<file path="config.mk">
export PLATFORM = sky130hd
export DESIGN_NAME = kbd_input_port
export DESIGN_NICKNAME = d
export VERILOG_FILES = /design/src/rtl/kbdp_pkg.sv /design/src/rtl/kbdp_addr_dec.sv /design/src/rtl/kbdp_regs.sv /design/src/rtl/kbdp_rd_mux.sv /design/src/rtl/kbd_input_port.sv
export SDC_FILE = /design/constraint.sdc
export NUM_CORES = 1
export LEC_CHECK = 0
export BUFFER_PORTS_ARGS = -buffer_cell sky130_fd_sc_hd__buf_2
export CAP_MARGIN = 20
export CORE_UTILIZATION = 37
export CTS_CLUSTER_SIZE = 14
export DETAILED_ROUTE_END_ITERATION = 10
export PLACE_DENSITY = 0.83
export SETUP_SLACK_MARGIN = 0.5
export SLEW_MARGIN = 25
export SYNTH_ARGS = -nofsm -noshare
export SYNTH_HDL_FRONTEND = slang
export SYNTH_SLANG_ARGS = --single-unit
</file>
<file path="constraint.sdc">
create_clock -name clk -period 2.5 [get_ports clk]
set_clock_uncertainty 0.1 [all_clocks]
set_input_delay 0 -clock clk [delete_from_list [all_inputs] [get_ports clk]]
set_output_delay 0 -clock clk [all_outputs]
set_load 0.05 [all_outputs]
</file>
<file path="src/rtl/kbdp_pkg.sv">
package kbdp_pkg;
   localparam int unsigned ADDR_W = 16;
   localparam int unsigned DATA_W = 16;
   localparam int unsigned CHAR_W = 8;

   typedef enum logic [1:0] {
      SEL_NONE = 2'd0,
      SEL_STAT = 2'd1,
      SEL_CHAR = 2'd2
   } reg_sel_e;

   function automatic logic [DATA_W-1:0] bit_at(input int unsigned pos, input logic val);
      logic [DATA_W-1:0] w;
      w = '0;
      w[pos] = val;
      return w;
   endfunction
endpackage

</file>
<file path="src/rtl/kbdp_addr_dec.sv">
module kbdp_addr_dec #(
   parameter int unsigned             ADDR_W    = 16,
   parameter logic [ADDR_W-1:0]       STAT_ADDR = 16'hFE00,
   parameter logic [ADDR_W-1:0]       CHAR_ADDR = 16'hFE02
) (
   input  logic [ADDR_W-1:0] addr,
   input  logic              rd,
   input  logic              wr,
   output kbdp_pkg::reg_sel_e rd_sel,
   output logic              stat_wr
);
   import kbdp_pkg::*;

   initial begin
      if (STAT_ADDR == CHAR_ADDR) $error("status and character addresses must differ");
   end

   always_comb begin
      rd_sel = SEL_NONE;
      if (rd) begin
         if (addr == STAT_ADDR)      rd_sel = SEL_STAT;
         else if (addr == CHAR_ADDR) rd_sel = SEL_CHAR;
      end
   end

   assign stat_wr = wr && (addr == STAT_ADDR);
endmodule

</file>
<file path="src/rtl/kbdp_regs.sv">
module kbdp_regs #(
   parameter int unsigned CHAR_W = 8
) (
   input  logic              clk,
   input  logic              rst_n,
   input  logic [CHAR_W-1:0] key_code,
   input  logic              key_valid,
   input  logic              char_rd,
   input  logic              stat_wr,
   input  logic              ie_wbit,
   output logic              rdy_q,
   output logic              ie_q,
   output logic [CHAR_W-1:0] char_q
);
   logic capture;

   // read of the character word has priority over an arriving key
   assign capture = key_valid && !rdy_q && !char_rd;

   always_ff @(posedge clk or negedge rst_n) begin
      if (!rst_n) begin
         rdy_q  <= 1'b0;
         char_q <= '0;
      end else if (char_rd) begin
         rdy_q  <= 1'b0;
      end else if (capture) begin
         rdy_q  <= 1'b1;
         char_q <= key_code;
      end
   end

   always_ff @(posedge clk or negedge rst_n) begin
      if (!rst_n)       ie_q <= 1'b0;
      else if (stat_wr) ie_q <= ie_wbit;
   end
endmodule

</file>
<file path="src/rtl/kbdp_rd_mux.sv">
module kbdp_rd_mux #(
   parameter int unsigned DATA_W  = 16,
   parameter int unsigned CHAR_W  = 8,
   parameter int unsigned RDY_BIT = 15,
   parameter int unsigned IE_BIT  = 14
) (
   input  kbdp_pkg::reg_sel_e rd_sel,
   input  logic               rdy,
   input  logic               ie,
   input  logic [CHAR_W-1:0]  char_val,
   output logic [DATA_W-1:0]  rdata,
   output logic               dev_sel
);
   import kbdp_pkg::*;

   localparam int unsigned PAD_W = DATA_W - CHAR_W;

   logic [DATA_W-1:0] stat_word;
   logic [DATA_W-1:0] char_word;

   always_comb begin
      stat_word = '0;
      stat_word[RDY_BIT] = rdy;
      stat_word[IE_BIT]  = ie;
   end

   generate
      if (PAD_W > 0) begin : g_pad
         assign char_word = {{PAD_W{1'b0}}, char_val};
      end else begin : g_nopad
         assign char_word = char_val;
      end
   endgenerate

   always_comb begin
      unique case (rd_sel)
         SEL_STAT: rdata = stat_word;
         SEL_CHAR: rdata = char_word;
         default:  rdata = '0;
      endcase
   end

   assign dev_sel = (rd_sel != SEL_NONE);
endmodule

</file>
<file path="src/rtl/kbd_input_port.sv">
module kbd_input_port #(
   parameter int unsigned         ADDR_W    = 16,
   parameter int unsigned         DATA_W    = 16,
   parameter int unsigned         CHAR_W    = 8,
   parameter logic [ADDR_W-1:0]   STAT_ADDR = 16'hFE00,
   parameter logic [ADDR_W-1:0]   CHAR_ADDR = 16'hFE02,
   parameter int unsigned         RDY_BIT   = 15,
   parameter int unsigned         IE_BIT    = 14
) (
   input  logic              clk,
   input  logic              rst_n,
   input  logic [CHAR_W-1:0] key_code,
   input  logic              key_valid,
   input  logic [ADDR_W-1:0] bus_addr,
   input  logic              bus_rd,
   input  logic              bus_wr,
   input  logic [DATA_W-1:0] bus_wdata,
   output logic [DATA_W-1:0] bus_rdata,
   output logic              dev_sel,
   output logic              irq
);
   import kbdp_pkg::*;

   initial begin
      if (CHAR_W > DATA_W)   $error("character wider than data word");
      if (RDY_BIT >= DATA_W) $error("ready bit outside data word");
      if (IE_BIT >= DATA_W)  $error("enable bit outside data word");
      if (RDY_BIT == IE_BIT) $error("ready and enable bits collide");
   end

   reg_sel_e          rd_sel;
   logic              stat_wr;
   logic              rdy_q;
   logic              ie_q;
   logic [CHAR_W-1:0] char_q;

   kbdp_addr_dec #(
      .ADDR_W(ADDR_W), .STAT_ADDR(STAT_ADDR), .CHAR_ADDR(CHAR_ADDR)
   ) dec_i (
      .addr(bus_addr), .rd(bus_rd), .wr(bus_wr),
      .rd_sel(rd_sel), .stat_wr(stat_wr)
   );

   kbdp_regs #(.CHAR_W(CHAR_W)) regs_i (
      .clk(clk), .rst_n(rst_n),
      .key_code(key_code), .key_valid(key_valid),
      .char_rd(rd_sel == SEL_CHAR), .stat_wr(stat_wr),
      .ie_wbit(bus_wdata[IE_BIT]),
      .rdy_q(rdy_q), .ie_q(ie_q), .char_q(char_q)
   );

   kbdp_rd_mux #(
      .DATA_W(DATA_W), .CHAR_W(CHAR_W), .RDY_BIT(RDY_BIT), .IE_BIT(IE_BIT)
   ) mux_i (
      .rd_sel(rd_sel), .rdy(rdy_q), .ie(ie_q), .char_val(char_q),
      .rdata(bus_rdata), .dev_sel(dev_sel)
   );

   assign irq = rdy_q & ie_q;
endmodule

</file>
==> results of run 1 <==
## kinds of logic (layout without fill, tap and decap cells)
kind of cell	count (synthesis)	count (layout)	synth area share [%]
other	1	6	0.596
AO/OA/AOI/OAI	2	2	3.38
flip-flops	10	10	39.8
AND/OR/NAND/NOR	22	22	26.8
multiplexers	9	9	20.9
buffers and inverters	8	58	8.55
## path summary, 6_finish.rpt
kind / to / slack, ns / cells after the start / from
max in group asynchronous: regs_i.char_q[2] / 2.09 / 2 / rst_n
min in group clk: regs_i.ie_q / 0.02 / 4 / bus_addr[2]
worst min-delay path: regs_i.char_q[6] / 0.02 / 2 / rst_n
worst max-delay path: bus_rdata[15] / 0.78 / 7 / bus_addr[7]
worst max register to register: regs_i.char_q[6] / 1.01 / 3 / regs_i.rdy_q
worst min register to register: regs_i.char_q[7] / 0.41 / 1 / regs_i.char_q[7]
## synthesized netlist by cell type
library cell,instances
a21oi_1,1
a21oi_4,1
and2_1,3
and3_1,8
buf_2,1
buf_4,6
clkbuf_1,1
conb_1,1
dfrtp_1,10
mux2_2,1
mux2_4,8
nand2b_1,1
nand3b_1,1
nand4_1,1
nand4bb_1,1
nor2_1,1
nor2b_1,1
nor3b_1,1
nor4_1,1
nor4_4,1
or4b_1,1
or4b_4,1
## layer usage
layer | wire length, µm | share of wire [%] | up-vias | track usage [%]
met3 | 61 | 3.8 | 0 | 2.55
li1 | - | - | 285 | -
met5 | 0 | 0 | - | 0
met1 | 677 | 43 | 269 | 22.1
met4 | 0 | 0 | 0 | 9.09
met2 | 848 | 53 | 22 | 31.6
## state kept, by name, summed over array words and instances (netlist names)
| name | flops |
|---|---|
| regs_i.char_q | 8 |
| regs_i.ie_q | 1 |
| regs_i.rdy_q | 1 |
## power groups by stage
stage	logic (mW)	registers, mW	clock network (mW)
6_report	0.0893	0.185	0.147
2_1_floorplan	0.0541	0.185	0
4_1_cts	0.0889	0.185	0.149
5_1_grt	0.0955	0.187	0.164
3_5_place_dp	0.0753	0.188	0
3_3_place_gp	0.0727	0.186	0
## layout make-up
cell class	count	area (µm²)	share of cell area, %
multi-input combinational	39	344	35.0
timing repair buffer	54	333	33.8
sequential	10	250	25.4
clock buffer	4	36.3	3.69
tap	16	20.0	2.04
## what timing repair did
| item | in CTS | in global routing |
|---|---|---|
| endpoints found under the hold margin | 20 | 0 |
| hold buffers | 12 | 0 |
| gates resized for setup | 0 | 0 |
| buffers inserted | 0 | 0 |
## metrics by stage
stage / hold WS (ns) / utilization, % / instance area, µm² / std cells
2_1_floorplan: -0.396 / - / 648 / 57
3_3_place_gp: -0.240 / 53.7 / 827 / 107
3_5_place_dp: -0.235 / 53.7 / 827 / 107
4_1_cts: 0.0225 / 63.8 / 983 / 123
5_1_grt: 0.0280 / 63.8 / 983 / 123
6_report: 0.0155 / 63.8 / 983 / 123
==> impl_metrics.env, run 1 <==
export IMPL_status="finished, final reports clean"
export IMPL_track_usage_pct=18.4
export IMPL_fill_cells=134
export IMPL_rsz0062_at_grt="false"
export IMPL_start_kind="input port"
export IMPL_detail_route_vias_per_cell=4.68
export IMPL_portBuffers=41
export IMPL_min_path_type="input port to async pin"
export IMPL_numCtsBuffers=3
export IMPL_grt_pass1_vias=565
export IMPL_drv_cap=0
export IMPL_fp_dieW_um=43.2
export IMPL_netSwitchingPower_mw=0.108
export IMPL_synth_avg_cell_area_um2=12.1
export IMPL_path_common_cell="buf_2"
export IMPL_pwr_share_comb_pct=21.2
export IMPL_crit_slowest_cell="or4b_4"
export IMPL_start_util_pct=40.8
export IMPL_preCtsSetupSlack_ns=0.736
export IMPL_yosysSeqAreaShare_pct=39.8
export IMPL_final_common_cell="buf_2"
export IMPL_clk_path_buf_depth=2
export IMPL_grt_pass1_wl_um=2500
export IMPL_criticalPathCategory="input port to primary output"
export IMPL_final_period_utilization_pct=69.0
export IMPL_vias=576
export IMPL_power_frac_clock_pct=34.9
export IMPL_syn_area_um2=629
export IMPL_crit_path_end_kind="primary output"
export IMPL_clock_sinks=10
export IMPL_power_mw=0.421
export IMPL_route_detailed_drc=0
export IMPL_clock_fmax_ghz=0.580
export IMPL_dieArea_mm2=0.00187
export IMPL_first_pass_iters=4
export IMPL_worstPathRequired_ns=2.40
export IMPL_wl_um=1590
export IMPL_clkLatencyLatePin_ns=0.27
export IMPL_clk_pin_slew_ns=0.07
export IMPL_setup_viol=0
export IMPL_antenna_found_initial=0
export IMPL_critPathMaxStageDelay_ns=0.55
export IMPL_path_delay_family="simple AND/OR/NAND/NOR gates"
export IMPL_seq_power_share_pct=43.9
export IMPL_ios=63
export IMPL_drv_slew=0
export IMPL_setup_ws_ns=0.775
export IMPL_worstPathCellList="buf_2 > or4b_4 > nor4_4 > buf_4 > nor2b_1 > and2_1 > buf_2"
export IMPL_first_iter_violations=14
export IMPL_ir_drop_mv=0.249
export IMPL_area_growth_pct=56.3
export IMPL_final_cell_mix="buf_2 (41), dlygate4sd3_1 (12), dfrtp_1 (10)"
export IMPL_rows=14
export IMPL_fin_tns_setup_ns=0
export IMPL_core_area_mm2=0.00154
export IMPL_p_per_area_mw_per_mm2=429
export IMPL_die_height_um=43.2
export IMPL_hpwl_um=1090
export IMPL_power_leakage_nw=0.546
export IMPL_grt_overflow=0
export IMPL_ys_seq_elements=10
export IMPL_swShare_pct=25.5
export IMPL_gp_congestion=0.627
export IMPL_cp_data_arrival_time_ns=1.62
export IMPL_nets=153
export IMPL_synth_area_leaders="dfrtp_1 (40%), mux2_4 (19%), and3_1 (8.0%)"
export IMPL_path_buf_inv=3
export IMPL_yosysWarnings=0
export IMPL_cp_max_fo=12
export IMPL_synth_cell_types=22
export IMPL_internal_power_mw=0.314
export IMPL_cts_tree="done"
export IMPL_yosysTopAreaCell="dfrtp_1"
export IMPL_synth_top_cell_area_share_pct=39.8
export IMPL_num_antenna_cells=0
export IMPL_grt_max_degree=13
export IMPL_ant_nets=0
export IMPL_wl_per_cell_um=12.9
export IMPL_htreeDepth=1
export IMPL_hold_viol_final=0
export IMPL_fin_crit_ns=1.72
export IMPL_cts_root_buffer="clkbuf_4"
export IMPL_drive_gt1_share_pct=54.2
export IMPL_syn_instance_count=52
Power figures use the tool's default switching activity.
==> inputs of run 2 (changes only) <==
--- a/config.mk
+++ b/config.mk
@@ -7,10 +7,10 @@
 export LEC_CHECK = 0
 export BUFFER_PORTS_ARGS = -buffer_cell sky130_fd_sc_hd__buf_2
 export CAP_MARGIN = 20
-export CORE_UTILIZATION = 37
+export CORE_UTILIZATION = 34
 export CTS_CLUSTER_SIZE = 14
 export DETAILED_ROUTE_END_ITERATION = 10
-export PLACE_DENSITY = 0.83
+export PLACE_DENSITY = 0.77
 export SETUP_SLACK_MARGIN = 0.5
 export SLEW_MARGIN = 25
 export SYNTH_ARGS = -nofsm -noshare
==> constraint.sdc (replaced) <==
create_clock -name clk -period 1.59 [get_ports clk]
set_clock_uncertainty 0.1 [all_clocks]
set_input_delay 0 -clock clk [delete_from_list [all_inputs] [get_ports clk]]
set_output_delay 0 -clock clk [all_outputs]
set_load 0.05 [all_outputs]
==> run 2 against run 1 <==
Effect of this change:
- sequential share of layout area decreased by 4.9 points
- clock power increased by 53%
- die area increased by 8.4%
- hold slack got worse by 0.0044 ns
- first-iteration DRC count decreased by 93%
- setup slack got worse by 0.77 ns
- sequential power increased by 58%
==> impl_metrics.env, run 2 (synthesis results as in run 1) <==
export IMPL_cp_data_arrival_time_ns=1.48
export IMPL_worstPathRequired_ns=1.49
export IMPL_final_cell_mix="buf_2 (27), dlygate4sd3_1 (11), buf_8 (11)"
export IMPL_final_common_cell="buf_2"
export IMPL_detail_route_vias_per_cell=4.67
export IMPL_track_usage_pct=18.7
export IMPL_top_register="regs_i.char_q"
export IMPL_crit_slowest_cell="or4b_4"
export IMPL_htreeDepth=1
export IMPL_critPathMaxStageDelay_ns=0.54
export IMPL_fin_crit_ns=1.58
export IMPL_clock_fmax_ghz=0.631
export IMPL_wl_per_cell_um=12.9
export IMPL_p_per_area_mw_per_mm2=546
export IMPL_ant_nets=0
export IMPL_grt_pass1_wl_um=2640
export IMPL_clock_sinks=10
export IMPL_criticalPathCategory="input port to primary output"
export IMPL_first_pass_iters=2
export IMPL_whs_ns=0.0111
export IMPL_drv_cap=0
export IMPL_clk_path_buf_depth=2
export IMPL_setup_ws_ns=0.00524
export IMPL_reg2reg_slack_ns=0.10
export IMPL_portBuffers=41
export IMPL_min_path_type="input port to async pin"
export IMPL_grt_max_degree=13
export IMPL_grt_overflow=0
export IMPL_rr_startpoint="regs_i.rdy_q"
export IMPL_start_kind="input port"
export IMPL_power_leakage_nw=0.583
export IMPL_clkLatencyLatePin_ns=0.26
export IMPL_crit_path_end_kind="primary output"
export IMPL_fin_cells=136
export IMPL_reg_largest_list="regs_i.char_q x8, regs_i.ie_q x1, regs_i.rdy_q x1"
export IMPL_ir_drop_mv=0.379
export IMPL_final_period_utilization_pct=99.7
export IMPL_hold_viol_final=0
export IMPL_gp_congestion=0.600
export IMPL_fp_dieW_um=45.0
export IMPL_route_detailed_drc=0
export IMPL_area_growth_pct=93.2
export IMPL_rows=15
export IMPL_hpwl_um=1040
export IMPL_wl_um=1760
export IMPL_preCtsSetupSlack_ns=-0.159
export IMPL_die_height_um=45.0
export IMPL_num_antenna_cells=0
export IMPL_drive_gt1_share_pct=69.4
export IMPL_numCtsBuffers=3
export IMPL_cp_max_fo=4
export IMPL_rsz0062_at_grt="true"
export IMPL_reg2reg_to="regs_i.char_q[0]"
export IMPL_start_util_pct=36.4
export IMPL_drv_slew=0
export IMPL_ios=63
export IMPL_setup_viol=0
export IMPL_clk_pin_slew_ns=0.07
export IMPL_rr_worst_depth=3
export IMPL_cts_root_buffer="clkbuf_4"
export IMPL_cts_tree="done"
export IMPL_nets=157
export IMPL_largest_reg_flops=8
export IMPL_worstPathCellList="buf_6 > or4b_4 > nor4_4 > buf_4 > and3_4 > buf_8"
export IMPL_dp_cells=116
export IMPL_status="finished, final reports clean"
export IMPL_dieArea_mm2=0.00203
export IMPL_grt_pass1_vias=635
export IMPL_first_iter_violations=1
export IMPL_antenna_found_initial=0
export IMPL_core_area_mm2=0.00173
export IMPL_vias=635
run 2: cell count changes in the layout (fill, tap and decap cells not counted), moves of 4 or more:
| cell | before | now |
|---|---|---|
| and3_4 | 0 | 8 |
| and3_1 | 8 | 0 |
| buf_8 | 0 | 11 |
| buf_6 | 0 | 4 |
| buf_2 | 41 | 27 |
| buf_4 | 1 | 5 |
run 2: power breakdown:
group / internal, mW / leakage, nW / switching (mW)
clock network: 0.139 / 0.0210 / 0.0860
logic: 0.0818 / 0.440 / 0.0657
registers: 0.278 / 0.122 / 0.0138
run 2: stage by stage:
stage / power [mW] / instance area, µm² / utilization, % / TNS, ns
after floorplan: 0.379 / 709 / - / 0
after global placement: 0.413 / 893 / 51.7 / -1.83
after detailed placement: 0.416 / 893 / 51.7 / -2.29
after CTS: 0.671 / 1190 / 68.8 / 0
after global routing: 0.710 / 1220 / 70.4 / -0.262
final: 0.664 / 1220 / 70.4 / 0
run 2: what timing repair did:
item                                    4_1_cts  5_1_grt
hold buffers                                 11        0
buffers inserted                              3        1
gates cloned                                  1        0
endpoints found under the setup margin       21       22
resized for setup                            36        4
endpoints found under the hold margin        20        0
pin swaps                                     4        2
run 2: worst max-delay path: cells and delay by family:
family | cells | cell delay, ns
and+or+nand+nor | 3 | 1.05
buffers and inverters | 3 | 0.43
run 2: per-layer routing:
layer  vias to the layer above  part of all wire [%]  global-route usage [%]
met5                         -                     0                       0
met2                        33                    54                    34.2
met4                         0                     0                    7.27
met3                         0                   6.8                    4.00
met1                       308                    39                    21.0
li1                        294                     -                       -
run 2: worst max path at each step:
stage / start / to / slack [ns]
floorplan: bus_addr[3] / regs_i.char_q[0] / 0.04
global placement: bus_addr[3] / bus_rdata[6] / -0.13
detailed placement: bus_addr[3] / bus_rdata[1] / -0.16
CTS: bus_addr[8] / bus_rdata[0] / 0.0005
global route: bus_addr[5] / bus_rdata[0] / -0.04
finish: bus_addr[5] / bus_rdata[0] / 0.005
run 2: area by class of cell:
class	instances	area, µm²
clock buffers	4	36.3
fillers	132	510
multi-input cells	39	405
flip-flops and latches	10	250
well taps	25	31.3
repair buffers	58	493
==> inputs of run 3 (changes only) <==
--- a/config.mk
+++ b/config.mk
@@ -7,10 +7,11 @@
 export LEC_CHECK = 0
 export BUFFER_PORTS_ARGS = -buffer_cell sky130_fd_sc_hd__buf_2
 export CAP_MARGIN = 20
-export CORE_UTILIZATION = 34
+export CORE_UTILIZATION = 36
+export CTS_BUF_LIST = sky130_fd_sc_hd__clkbuf_2 sky130_fd_sc_hd__clkbuf_4 sky130_fd_sc_hd__clkbuf_8
 export CTS_CLUSTER_SIZE = 14
 export DETAILED_ROUTE_END_ITERATION = 10
-export PLACE_DENSITY = 0.77
+export PLACE_DENSITY = 0.81
 export SETUP_SLACK_MARGIN = 0.5
 export SLEW_MARGIN = 25
 export SYNTH_ARGS = -nofsm -noshare
==> run 3 against run 2 <==
Effect of this change:
- the flow now finishes with violations (DRC, setup timing)
- combinational power barely moved
- power rose by 0.13%
- clock power barely moved
- setup slack got worse by 0.0066 ns
- critical path type unchanged
- sequential power barely moved
- clock-buffer cell count did not move
- flip-flop and latch count did not move
- sequential share of layout area rose by 0.19 points
- hold slack got worse by 0.0031 ns
- die area fell by 5.3%
- via count fell by 1.4%
- design area fell by 0.93%
==> impl_metrics.env, run 3 (synthesis results as in run 1) <==
export IMPL_numCtsBuffers=3
export IMPL_rr_worst_depth=3
export IMPL_drv_cap=0
export IMPL_cts_tree="done"
export IMPL_status="finished, violations left"
export IMPL_hold_viol_final=0
export IMPL_fin_crit_ns=1.59
export IMPL_rsz0062_at_grt="true"
export IMPL_vias=626
export IMPL_clkLatencyLatePin_ns=0.26
export IMPL_num_antenna_cells=0
export IMPL_p_per_area_mw_per_mm2=552
export IMPL_cts_root_buffer="clkbuf_4"
export IMPL_grt_pass1_vias=649
export IMPL_grt_max_degree=13
export IMPL_wl_um=1850
export IMPL_final_period_utilization_pct=100
export IMPL_largest_reg_flops=8
export IMPL_setup_ws_ns=-0.00131
export IMPL_cp_max_fo=4
export IMPL_rows=14
export IMPL_portBuffers=41
export IMPL_top_register="regs_i.char_q"
export IMPL_drv_slew=0
export IMPL_htreeDepth=1
export IMPL_min_path_type="input port to flop"
export IMPL_dieArea_mm2=0.00192
export IMPL_antenna_found_initial=0
export IMPL_violations="DRC, setup timing"
export IMPL_grt_pass1_wl_um=2870
export IMPL_power_mw=0.665
export IMPL_die_height_um=43.8
export IMPL_final_common_cell="buf_2"
export IMPL_gp_congestion=0.642
export IMPL_setup_viol=2
export IMPL_cp_data_arrival_time_ns=1.49
export IMPL_first_iter_violations=10
export IMPL_clk_path_buf_depth=2
export IMPL_wl_per_cell_um=14.8
export IMPL_power_leakage_nw=0.578
export IMPL_start_kind="input port"
export IMPL_preCtsSetupSlack_ns=-0.202
export IMPL_nets=155
export IMPL_drive_gt1_share_pct=68.8
export IMPL_start_util_pct=39.9
export IMPL_ant_nets=0
export IMPL_clock_fmax_ghz=0.628
export IMPL_hpwl_um=1090
export IMPL_first_pass_iters=7
export IMPL_fin_tns_setup_ns=-0.00161
export IMPL_clk_pin_slew_ns=0.07
export IMPL_criticalPathCategory="input port to primary output"
export IMPL_area_growth_pct=91.5
export IMPL_track_usage_pct=20.5
export IMPL_ir_drop_mv=0.350
export IMPL_route_detailed_drc=8
export IMPL_ios=63
export IMPL_clock_sinks=10
export IMPL_crit_path_end_kind="primary output"
export IMPL_worstPathRequired_ns=1.49
export IMPL_core_area_mm2=0.00158
export IMPL_reg_largest_list="regs_i.char_q x8, regs_i.ie_q x1, regs_i.rdy_q x1"
export IMPL_grt_overflow=0
export IMPL_detail_route_vias_per_cell=5.01
export IMPL_fp_dieW_um=43.8
export IMPL_final_cell_mix="buf_2 (26), buf_8 (12), dlygate4sd3_1 (11)"
export IMPL_min_path_cells=4
[run 3: changes by cell type in the layout (fill, tap and decap cells not counted), sizes merged]
cell  delta
buf      -2
[run 3: what timing repair did]
action	CTS	global route
gates resized for setup	38	5
setup endpoints to repair	21	21
setup buffers	1	1
endpoints found under the hold margin	20	0
pin swaps	9	3
hold buffers	11	0
[run 3: path summary, 6_finish.rpt]
check / start / to / slack [ns]
max: bus_addr[5] / bus_rdata[2] / -0.001
min: bus_addr[5] / regs_i.ie_q / 0.008
max reg2reg: regs_i.rdy_q / regs_i.char_q[3] / 0.09
min reg2reg: regs_i.char_q[6] / regs_i.char_q[6] / 0.42
max in group asynchronous: rst_n / regs_i.char_q[2] / 1.16
min in group asynchronous: rst_n / regs_i.char_q[7] / 0.02
[run 3: metrics by stage]
| stage | hold slack (ns) | instances | util (%) | instance area [µm²] |
|---|---|---|---|---|
| floorplan | -0.396 | 57 | - | 709 |
| global placement | -0.234 | 108 | 56.4 | 890 |
| detailed placement | -0.227 | 108 | 56.4 | 890 |
| CTS | 0.0233 | 124 | 74.4 | 1170 |
| global route | 0.0327 | 125 | 76.4 | 1200 |
| finish | 0.00797 | 125 | 76.4 | 1200 |
[run 3: area by class of cell]
cell class / count / area, µm²
tap: 16 / 20.0
fill: 116 / 372
clock buffer: 4 / 36.3
multi-input combinational: 39 / 407
timing repair buffer: 56 / 492
sequential: 10 / 250
[run 3: worst max-delay path, cell delays in order]
cell and delay, ns:
buf_6 0.09, or4b_4 0.54, nor4_4 0.33, buf_4 0.20, and3_4 0.19, buf_8 0.14
[run 3: per-layer routing]
layer | vias up | share of wire, % | track usage [%]
li1 | 291 | - | -
met1 | 294 | 35 | 22.3
met2 | 39 | 56 | 40.0
met3 | 2 | 9.1 | 3.33
met4 | 0 | 0.32 | 5.63
met5 | - | 0 | 0
[run 3: where the power goes]
part           internal (mW)  total (mW)  switching [mW]  leakage, nW
Clock                  0.139       0.223          0.0844       0.0210
Combinational         0.0819       0.150          0.0678        0.435
Sequential             0.278       0.292          0.0142        0.122
